===== src/rtl/pgwalk_pkg.sv =====
package pgwalk_pkg;

  localparam int unsigned PGW_VA_W   = 64;
  localparam int unsigned PGW_ENT_W  = 64;
  localparam int unsigned PGW_PA_W   = 40;
  localparam int unsigned PGW_IDX_W  = 9;
  localparam int unsigned PGW_OFF_W  = 12;
  localparam int unsigned PGW_LEVELS = 4;
  localparam int unsigned PGW_RSV_HI = 51;

  typedef enum logic [2:0] {
    FLT_NONE        = 3'd0,
    FLT_NONCANON    = 3'd1,
    FLT_NOT_PRESENT = 3'd2,
    FLT_RESERVED    = 3'd3,
    FLT_PROTECT     = 3'd4
  } fault_e;

  typedef enum logic [1:0] {
    ST_IDLE,
    ST_ISSUE,
    ST_WAIT,
    ST_RESP
  } walk_st_e;

  typedef struct packed {
    logic present;
    logic rsv_bad;
    logic wr;
    logic usr;
    logic xd;
  } ent_flags_t;

endpackage


===== src/rtl/pgwalk_canon.sv =====
module pgwalk_canon #(
  parameter int unsigned VA_W   = 64,
  parameter int unsigned IMPL_W = 48
) (
  input  logic [VA_W-1:0] vaddr,
  output logic            canon
);
  // Sign-extension group: the implemented top bit and everything above it.
  localparam int unsigned EXT_LO = IMPL_W - 1;

  logic [VA_W-1:EXT_LO] ext_bits;

  always_comb begin
    ext_bits = vaddr[VA_W-1:EXT_LO];
    canon    = (&ext_bits) | ~(|ext_bits);
  end
endmodule


===== src/rtl/pgwalk_idx_sel.sv =====
module pgwalk_idx_sel #(
  parameter int unsigned IDX_W  = 9,
  parameter int unsigned OFF_W  = 12,
  parameter int unsigned LEVELS = 4
) (
  input  logic [OFF_W+LEVELS*IDX_W-1:0] va_impl,
  input  logic [2:0]                    level,
  output logic [IDX_W-1:0]              idx
);
  logic [IDX_W-1:0] fld [LEVELS];

  for (genvar g = 0; g < LEVELS; g++) begin : g_fld
    assign fld[g] = va_impl[OFF_W + g*IDX_W +: IDX_W];
  end

  always_comb begin
    idx = '0;
    for (int i = 0; i < LEVELS; i++) begin
      if (level == 3'(i + 1)) idx = fld[i];
    end
  end
endmodule


===== src/rtl/pgwalk_entry_dec.sv =====
module pgwalk_entry_dec
  import pgwalk_pkg::*;
#(
  parameter int unsigned ENT_W  = 64,
  parameter int unsigned PA_W   = 40,
  parameter int unsigned OFF_W  = 12,
  parameter int unsigned RSV_HI = 51
) (
  input  logic [ENT_W-1:0]      entry,
  input  logic                  nx_en,
  output ent_flags_t            flags,
  output logic [PA_W-OFF_W-1:0] frame
);
  logic unused_bits;

  always_comb begin
    flags.present = entry[0];
    flags.wr      = entry[1];
    flags.usr     = entry[2];
    flags.rsv_bad = |entry[RSV_HI:PA_W];
    flags.xd      = entry[ENT_W-1] & nx_en;
    frame         = entry[PA_W-1:OFF_W];
  end

  assign unused_bits = ^{entry[ENT_W-2:RSV_HI+1], entry[OFF_W-1:3]};
endmodule


===== src/rtl/pgwalk_top.sv =====
module pgwalk_top
  import pgwalk_pkg::*;
#(
  parameter int unsigned VA_W   = PGW_VA_W,
  parameter int unsigned ENT_W  = PGW_ENT_W,
  parameter int unsigned PA_W   = PGW_PA_W,
  parameter int unsigned IDX_W  = PGW_IDX_W,
  parameter int unsigned OFF_W  = PGW_OFF_W,
  parameter int unsigned LEVELS = PGW_LEVELS,
  parameter int unsigned RSV_HI = PGW_RSV_HI
) (
  input  logic                  clk,
  input  logic                  rst_n,
  input  logic                  req_valid,
  output logic                  req_ready,
  input  logic [VA_W-1:0]       req_vaddr,
  input  logic                  req_write,
  input  logic                  req_user,
  input  logic                  req_fetch,
  input  logic                  nx_enable,
  input  logic [PA_W-OFF_W-1:0] root_frame,
  output logic                  mem_rd_req,
  output logic [PA_W-1:0]       mem_rd_addr,
  input  logic                  mem_rd_done,
  input  logic [ENT_W-1:0]      mem_rd_data,
  output logic                  rsp_valid,
  input  logic                  rsp_ready,
  output logic [PA_W-1:0]       rsp_paddr,
  output logic [2:0]            rsp_fault,
  output logic [2:0]            rsp_level
);
  localparam int unsigned FRAME_W = PA_W - OFF_W;
  localparam int unsigned VA_IMPL = OFF_W + LEVELS * IDX_W;
  localparam int unsigned ENT_SH  = $clog2(ENT_W / 8);

  walk_st_e            st_q, st_d;
  logic [VA_IMPL-1:0]  va_q, va_d;
  logic                wr_q, wr_d, us_q, us_d, fe_q, fe_d;
  logic [2:0]          lvl_q, lvl_d;
  logic [FRAME_W-1:0]  frame_q, frame_d;
  logic                acc_w_q, acc_w_d, acc_u_q, acc_u_d, acc_x_q, acc_x_d;
  fault_e              fault_q, fault_d;
  logic [PA_W-1:0]     paddr_q, paddr_d;

  logic                canon_req;
  logic [IDX_W-1:0]    cur_idx;
  ent_flags_t          ent_fl;
  logic [FRAME_W-1:0]  ent_frame;
  logic                w_n, u_n, x_n, deny;

  pgwalk_canon #(.VA_W(VA_W), .IMPL_W(VA_IMPL)) u_canon (
    .vaddr (req_vaddr),
    .canon (canon_req)
  );

  pgwalk_idx_sel #(.IDX_W(IDX_W), .OFF_W(OFF_W), .LEVELS(LEVELS)) u_idx (
    .va_impl (va_q),
    .level   (lvl_q),
    .idx     (cur_idx)
  );

  pgwalk_entry_dec #(.ENT_W(ENT_W), .PA_W(PA_W), .OFF_W(OFF_W), .RSV_HI(RSV_HI)) u_dec (
    .entry (mem_rd_data),
    .nx_en (nx_enable),
    .flags (ent_fl),
    .frame (ent_frame)
  );

  // Port-side decode of the state register.
  always_comb begin
    req_ready   = (st_q == ST_IDLE);
    mem_rd_req  = (st_q == ST_ISSUE);
    rsp_valid   = (st_q == ST_RESP);
    mem_rd_addr = {frame_q, {OFF_W{1'b0}}} + (PA_W'(cur_idx) << ENT_SH);
    rsp_paddr   = paddr_q;
    rsp_fault   = fault_q;
    rsp_level   = lvl_q;
  end

  // Permissions after folding in the entry now arriving.
  always_comb begin
    w_n  = acc_w_q & ent_fl.wr;
    u_n  = acc_u_q & ent_fl.usr;
    x_n  = acc_x_q | ent_fl.xd;
    deny = (wr_q & ~w_n) | (us_q & ~u_n) | (fe_q & x_n);
  end

  // Next-state logic.
  always_comb begin
    st_d    = st_q;
    va_d    = va_q;
    wr_d    = wr_q;
    us_d    = us_q;
    fe_d    = fe_q;
    lvl_d   = lvl_q;
    frame_d = frame_q;
    acc_w_d = acc_w_q;
    acc_u_d = acc_u_q;
    acc_x_d = acc_x_q;
    fault_d = fault_q;
    paddr_d = paddr_q;
    unique case (st_q)
      ST_IDLE: begin
        if (req_valid) begin
          va_d    = req_vaddr[VA_IMPL-1:0];
          wr_d    = req_write;
          us_d    = req_user;
          fe_d    = req_fetch;
          lvl_d   = 3'(LEVELS);
          frame_d = root_frame;
          acc_w_d = 1'b1;
          acc_u_d = 1'b1;
          acc_x_d = 1'b0;
          paddr_d = '0;
          if (canon_req) begin
            fault_d = FLT_NONE;
            st_d    = ST_ISSUE;
          end else begin
            fault_d = FLT_NONCANON;
            st_d    = ST_RESP;
          end
        end
      end
      ST_ISSUE: st_d = ST_WAIT;
      ST_WAIT: begin
        if (mem_rd_done) begin
          if (!ent_fl.present) begin
            fault_d = FLT_NOT_PRESENT;
            st_d    = ST_RESP;
          end else if (ent_fl.rsv_bad) begin
            fault_d = FLT_RESERVED;
            st_d    = ST_RESP;
          end else begin
            acc_w_d = w_n;
            acc_u_d = u_n;
            acc_x_d = x_n;
            frame_d = ent_frame;
            if (lvl_q == 3'd1) begin
              st_d = ST_RESP;
              if (deny) fault_d = FLT_PROTECT;
              else      paddr_d = {ent_frame, va_q[OFF_W-1:0]};
            end else begin
              lvl_d = lvl_q - 3'd1;
              st_d  = ST_ISSUE;
            end
          end
        end
      end
      ST_RESP: if (rsp_ready) st_d = ST_IDLE;
      default: st_d = ST_IDLE;
    endcase
  end

  // State registers.
  always_ff @(posedge clk or negedge rst_n) begin
    if (!rst_n) begin
      st_q    <= ST_IDLE;
      va_q    <= '0;
      wr_q    <= 1'b0;
      us_q    <= 1'b0;
      fe_q    <= 1'b0;
      lvl_q   <= 3'(LEVELS);
      frame_q <= '0;
      acc_w_q <= 1'b1;
      acc_u_q <= 1'b1;
      acc_x_q <= 1'b0;
      fault_q <= FLT_NONE;
      paddr_q <= '0;
    end else begin
      st_q    <= st_d;
      va_q    <= va_d;
      wr_q    <= wr_d;
      us_q    <= us_d;
      fe_q    <= fe_d;
      lvl_q   <= lvl_d;
      frame_q <= frame_d;
      acc_w_q <= acc_w_d;
      acc_u_q <= acc_u_d;
      acc_x_q <= acc_x_d;
      fault_q <= fault_d;
      paddr_q <= paddr_d;
    end
  end

  AST_NONCANON_SHORTCUT: assert property (@(posedge clk) disable iff (!rst_n)
    (req_valid && req_ready && !canon_req) |=> (rsp_valid && rsp_fault == 3'(FLT_NONCANON) && !mem_rd_req));
  AST_ENTRY_ALIGNED: assert property (@(posedge clk) disable iff (!rst_n)
    mem_rd_req |-> (mem_rd_addr[ENT_SH-1:0] == '0));
  AST_OK_AT_LEAF: assert property (@(posedge clk) disable iff (!rst_n)
    (rsp_valid && rsp_fault == 3'(FLT_NONE)) |-> (rsp_level == 3'd1));
  AST_FAULT_NO_ADDR: assert property (@(posedge clk) disable iff (!rst_n)
    (rsp_valid && rsp_fault != 3'(FLT_NONE)) |-> (rsp_paddr == '0));
  AST_LEVEL_RANGE: assert property (@(posedge clk) disable iff (!rst_n)
    rsp_valid |-> (rsp_level >= 3'd1 && rsp_level <= 3'(LEVELS)));
  AST_SINGLE_READ: assert property (@(posedge clk) disable iff (!rst_n)
    mem_rd_req |=> !mem_rd_req);
  AST_RSP_HELD: assert property (@(posedge clk) disable iff (!rst_n)
    (rsp_valid && !rsp_ready) |=> (rsp_valid && $stable(rsp_paddr) && $stable(rsp_fault) && $stable(rsp_level)));
  AST_READY_EXCL: assert property (@(posedge clk) disable iff (!rst_n)
    req_ready |-> !rsp_valid);
endmodule


===== config.mk =====
export PLATFORM = sky130hd
export DESIGN_NAME = pgwalk_top
export DESIGN_NICKNAME = d
export VERILOG_FILES = /design/src/rtl/pgwalk_pkg.sv /design/src/rtl/pgwalk_canon.sv /design/src/rtl/pgwalk_idx_sel.sv /design/src/rtl/pgwalk_entry_dec.sv /design/src/rtl/pgwalk_top.sv
export SDC_FILE = /design/constraint.sdc
export NUM_CORES = 1
export LEC_CHECK = 0
export BUFFER_PORTS_ARGS = -buffer_cell sky130_fd_sc_hd__buf_2
export CORE_ASPECT_RATIO = 1.75
export CORE_MARGIN = 5
export CORE_UTILIZATION = 40
export DETAILED_ROUTE_END_ITERATION = 6
export PLACE_DENSITY_LB_ADDON = 0.25
export SLEW_MARGIN = 20
export SYNTH_ARGS = -nofsm -noshare
export SYNTH_HDL_FRONTEND = slang
export SYNTH_HIERARCHICAL = 1
export SYNTH_SLANG_ARGS = --single-unit

===== constraint.sdc =====
create_clock -name clk -period 2.4 [get_ports clk]
set_clock_uncertainty 0.2 [all_clocks]
set_input_delay 0 -clock clk [delete_from_list [all_inputs] [get_ports clk]]
set_output_delay 0 -clock clk [all_outputs]
set_load 0.05 [all_outputs]

==> impl_summary.log <==
[metrics] count of buffers inserted at the top-level ports: 230
[metrics] final std cell area, no fill: 9010 sq um
[metrics] Total Routed Length: 17.9 mm
[metrics] placeable core area: 14,800 sq um
[metrics] clock period minus final worst setup slack: 2.31 ns
[metrics] number of standard cells in the layout, taps in and fillers out: 1,027
[metrics] maximum vdd ir drop: 783 uV
[metrics] antenna violations before repair: 0
[metrics] Synth area leader: sky130_fd_sc_hd__dfrtp_1
[metrics] boundary pin count: 254
[metrics] top post-synthesis cells by area: sky130_fd_sc_hd__dfrtp_1, sky130_fd_sc_hd__mux2_2, sky130_fd_sc_hd__a22o_1
[metrics] effective utilization at floorplan: 40.8%
[metrics] DIE HEIGHT: 173 microns
[metrics] EDFF count, synth: 0
[metrics] H-tree depth reported by CTS: 4
[metrics] final-report max-slew violation count: 0
[metrics] via total after detailed routing: 5,290
[metrics] clock-pin slew on the worst setup and hold paths: 0.06 ns
[metrics] post-synthesis instance area: 6050 sq um
[metrics] Leak: 4.31 nW
[metrics] wire length of the first global-routing pass: 29.2 mm
[metrics] power density cells: 1220 nW/um^2
[metrics] maximum fanout count along the critical path: 3
[metrics] Top Family by Delay on Critical Path: buffers and inverters
[metrics] CTS root buffer: sky130_fd_sc_hd__clkbuf_16
[metrics] setup fix buffers added after clock tree synthesis: 0
[metrics] commonest cells after routing, fill and taps aside: sky130_fd_sc_hd__buf_2, sky130_fd_sc_hd__dfrtp_1, sky130_fd_sc_hd__dlygate4sd3_1, sky130_fd_sc_hd__nand2_1, sky130_fd_sc_hd__mux2_2
[metrics] layout overhead on the synthesized area: 49.0%
[metrics] placer's final routability congestion estimate: 0.807
[metrics] count of routing violations after the opening detailed-route iteration: 152
[metrics] clk sinks: 130
[metrics] Seq. cell area: 3260 sq um
[metrics] setup violation total in the final timing report: 0
[metrics] total stage count of the critical path: 9
[metrics] worst slew margin relative to its limit: 63.0%
[metrics] standard-cell rows: 59
[metrics] Min-Delay Endpoint: acc_x_q$_DFFE_PN0P_
[metrics] Avg Synthesized Cell Area: 11.8 sq um
[metrics] synthesis-stage register bit count: 130
[metrics] vias per cell: 5.15
[metrics] TritonCTS clock tree: yes
[metrics] diode count: 0
[metrics] Post-synth top flop: sky130_fd_sc_hd__dfrtp_1
[metrics] Die Wd: 103 microns
[metrics] area share of the largest cell type after synthesis: 52.5%
[metrics] number of buffers created by CTS: 17
[metrics] share of flip-flops with an asynchronous set or reset after synthesis: 100%
[metrics] Crit Path Class: in2reg
[metrics] worst hold slack: 0.0532 ns
[metrics] buffer and inverter count on the worst path: 3
[metrics] HPWL Detailed: 12.1 mm
[metrics] vias in the first global route: 6,032
[metrics] maximum clock frequency: 433 MHz
[metrics] Yosys warnings: 6
[metrics] dominant cell type by count on the critical path: sky130_fd_sc_hd__dlygate4sd3_1
[metrics] global-route layer with the greatest usage: met2
[metrics] layout filler cell count: 1,133
[metrics] unrepaired setup endpoints after global routing: false
[metrics] final hold violation count: 0
[metrics] required arrival time at the worst endpoint: 2.48 ns
[metrics] Worst Max-Slew Pin Slew: 0.556 ns
[metrics] cell with the biggest individual delay on the critical path: sky130_fd_sc_hd__dlygate4sd3_1
[metrics] leftover overflow at the end of global routing: 0
[metrics] worst hold path type: in2reg
[metrics] most common cell after layout, fill and taps aside: sky130_fd_sc_hd__buf_2
[metrics] number of cells on the worst reg-to-reg path: 5
[metrics] FF-to-FF Start: st_q[0]$_DFFE_PN0P_
[metrics] Crit path largest cell delay: 0.58 ns
[metrics] Placed Area: 7120 sq um
[metrics] area taken by multi-input logic gates: 2350 sq um
[metrics] Max Buffers Root-to-Sink: 2
[metrics] TritonRoute pass-1 iters: 4
[metrics] Cell Chain, Critical Path: dlygate4sd3_1, buf_2, nor4_2, nand4_1, o41ai_2, nor2b_1, o22ai_1, a22oi_1, dlygate4sd3_1
[metrics] final clock period utilization by the worst path: 96.1%
[metrics] routed length per instance: 17.4 microns
[metrics] Setup TNS Final: 0 ns
[metrics] placed cell count: 869
[metrics] sort of element at the start of the critical path: input pin
[metrics] Syn Inst Count: 511
[metrics] start point of the worst hold path: req_valid
[metrics] Global Route met1 Usage: 22.9%
[metrics] Max Cap Violations: 0
[metrics] GR Util All Layers: 20.7%
[metrics] Hold Path Stages: 4
[metrics] clock insertion delay at the later pin of the skew report: 0.40 ns
[metrics] run status: completed
[metrics] pin count of the biggest net entering global routing: 66
[metrics] met3 Track Usage GR: 5.85%
[metrics] Post-route DRC: 0
[metrics] number of library cell types mapped by synthesis: 44
[metrics] antenna violation net count after detailed routing: 0
[metrics] Die ar.: 17,800 sq um
[metrics] share of synthesized area occupied by flip-flops and latches: 53.8%
[metrics] kind of capture point of the worst setup path: flip-flop
[metrics] GR Layer Usage met2: 35.9%
[metrics] fraction of layout instances using a drive strength above 1: 42.5%
[metrics] signal arrival time at the worst endpoint: 2.39 ns
[metrics] reg-to-reg slack, setup: 0.25 ns
[metrics] worst r2r dst: acc_u_q$_DFFE_PN1P_
[metrics] Final #Nets: 998
metal layers:
metal / routed length (microns) / vias to the layer above
li1: - / 2443
met1: 6530 / 2560
met2: 9440 / 238
met3: 1330 / 49
met4: 587 / 0
met5: 0 / -
how the worst max path moves through the flow:
| stage | startpoint | endpoint | slack, ns |
|---|---|---|---|
| after global routing | req_vaddr[47] | st_q[1]$_DFFE_PN0P_ | 0.01 |
| after global placement | mem_rd_data[48] | rsp_paddr[2]$_DFFE_PN0P_ | 0.14 |
| after detailed placement | mem_rd_data[48] | rsp_paddr[10]$_DFFE_PN0P_ | 0.05 |
| after floorplan | rsp_level[0]$_DFFE_PN0P_ | rsp_paddr[19]$_DFFE_PN0P_ | 0.04 |
| after CTS | mem_rd_data[46] | rsp_paddr[10]$_DFFE_PN0P_ | 0.06 |
| final | req_vaddr[47] | st_q[1]$_DFFE_PN0P_ | 0.09 |
sequential cells by signal (all words and copies together) (netlist names), 2 cells and up:
register	cells
st_q	2
rsp_fault	3
rsp_paddr	40
va_q	48
rsp_level	3
frame_q	28
synthesized netlist by cell type (4+ instances only):
master / number
sky130_fd_sc_hd__dfrtp_1: 127
sky130_fd_sc_hd__mux2i_1: 9
sky130_fd_sc_hd__clkbuf_1: 6
sky130_fd_sc_hd__a31oi_1: 28
sky130_fd_sc_hd__o221ai_2: 9
sky130_fd_sc_hd__nor4_1: 4
sky130_fd_sc_hd__mux2_2: 54
sky130_fd_sc_hd__nand4bb_1: 9
sky130_fd_sc_hd__buf_6: 6
sky130_fd_sc_hd__a22o_1: 41
sky130_fd_sc_hd__nor2_1: 36
sky130_fd_sc_hd__buf_4: 36
sky130_fd_sc_hd__buf_2: 19
sky130_fd_sc_hd__nand2_1: 69
sky130_fd_sc_hd__nand4_1: 6
sky130_fd_sc_hd__inv_1: 5
kinds of logic after synthesis:
group / synth area share, %
mux: 11.5
flops: 53.8
simple gates: 12.0
compound gates: 14.3
other cells: 0.0620
fa+ha+maj: 0.414
buf+inv: 7.90
tightest hold or removal path: stages:
cell and delay (ns):
sky130_fd_sc_hd__buf_2 0.09, sky130_fd_sc_hd__and2_2 0.16, sky130_fd_sc_hd__buf_12 0.26, sky130_fd_sc_hd__nor2_1 0.08
metrics by stage:
step	power (W)	utilization, %	setup WS, ns
2_1_floorplan	0.00708	-	0.0432
3_3_place_gp	0.00806	48.0	0.140
3_5_place_dp	0.00820	48.0	0.0517
4_1_cts	0.0111	60.7	0.0606
5_1_grt	0.0116	60.7	0.00971
6_report	0.0110	60.7	0.0929
layout make-up:
class                      count  area share (%)
sequential                   130            36.1
multi-input combinational    310            26.0
clock buffer                  20            5.18
inverter                       5           0.208
clock inverter                12            1.60
tap                          183            2.54
timing repair buffer         367            28.3
report_power, final:
group          switching [W]  internal (W)
Combinational        0.00321       0.00167
Clock                0.00100       0.00163
Sequential          0.000478       0.00301
repair_timing:
action                                  CTS  global route
resized for setup                         1             2
endpoints found under the setup margin    8            57
pin swaps                                 0             0
endpoints found under the hold margin   246             0
hold buffers                            126             0
No activity file was read; power rests on OpenSTA's default activity.
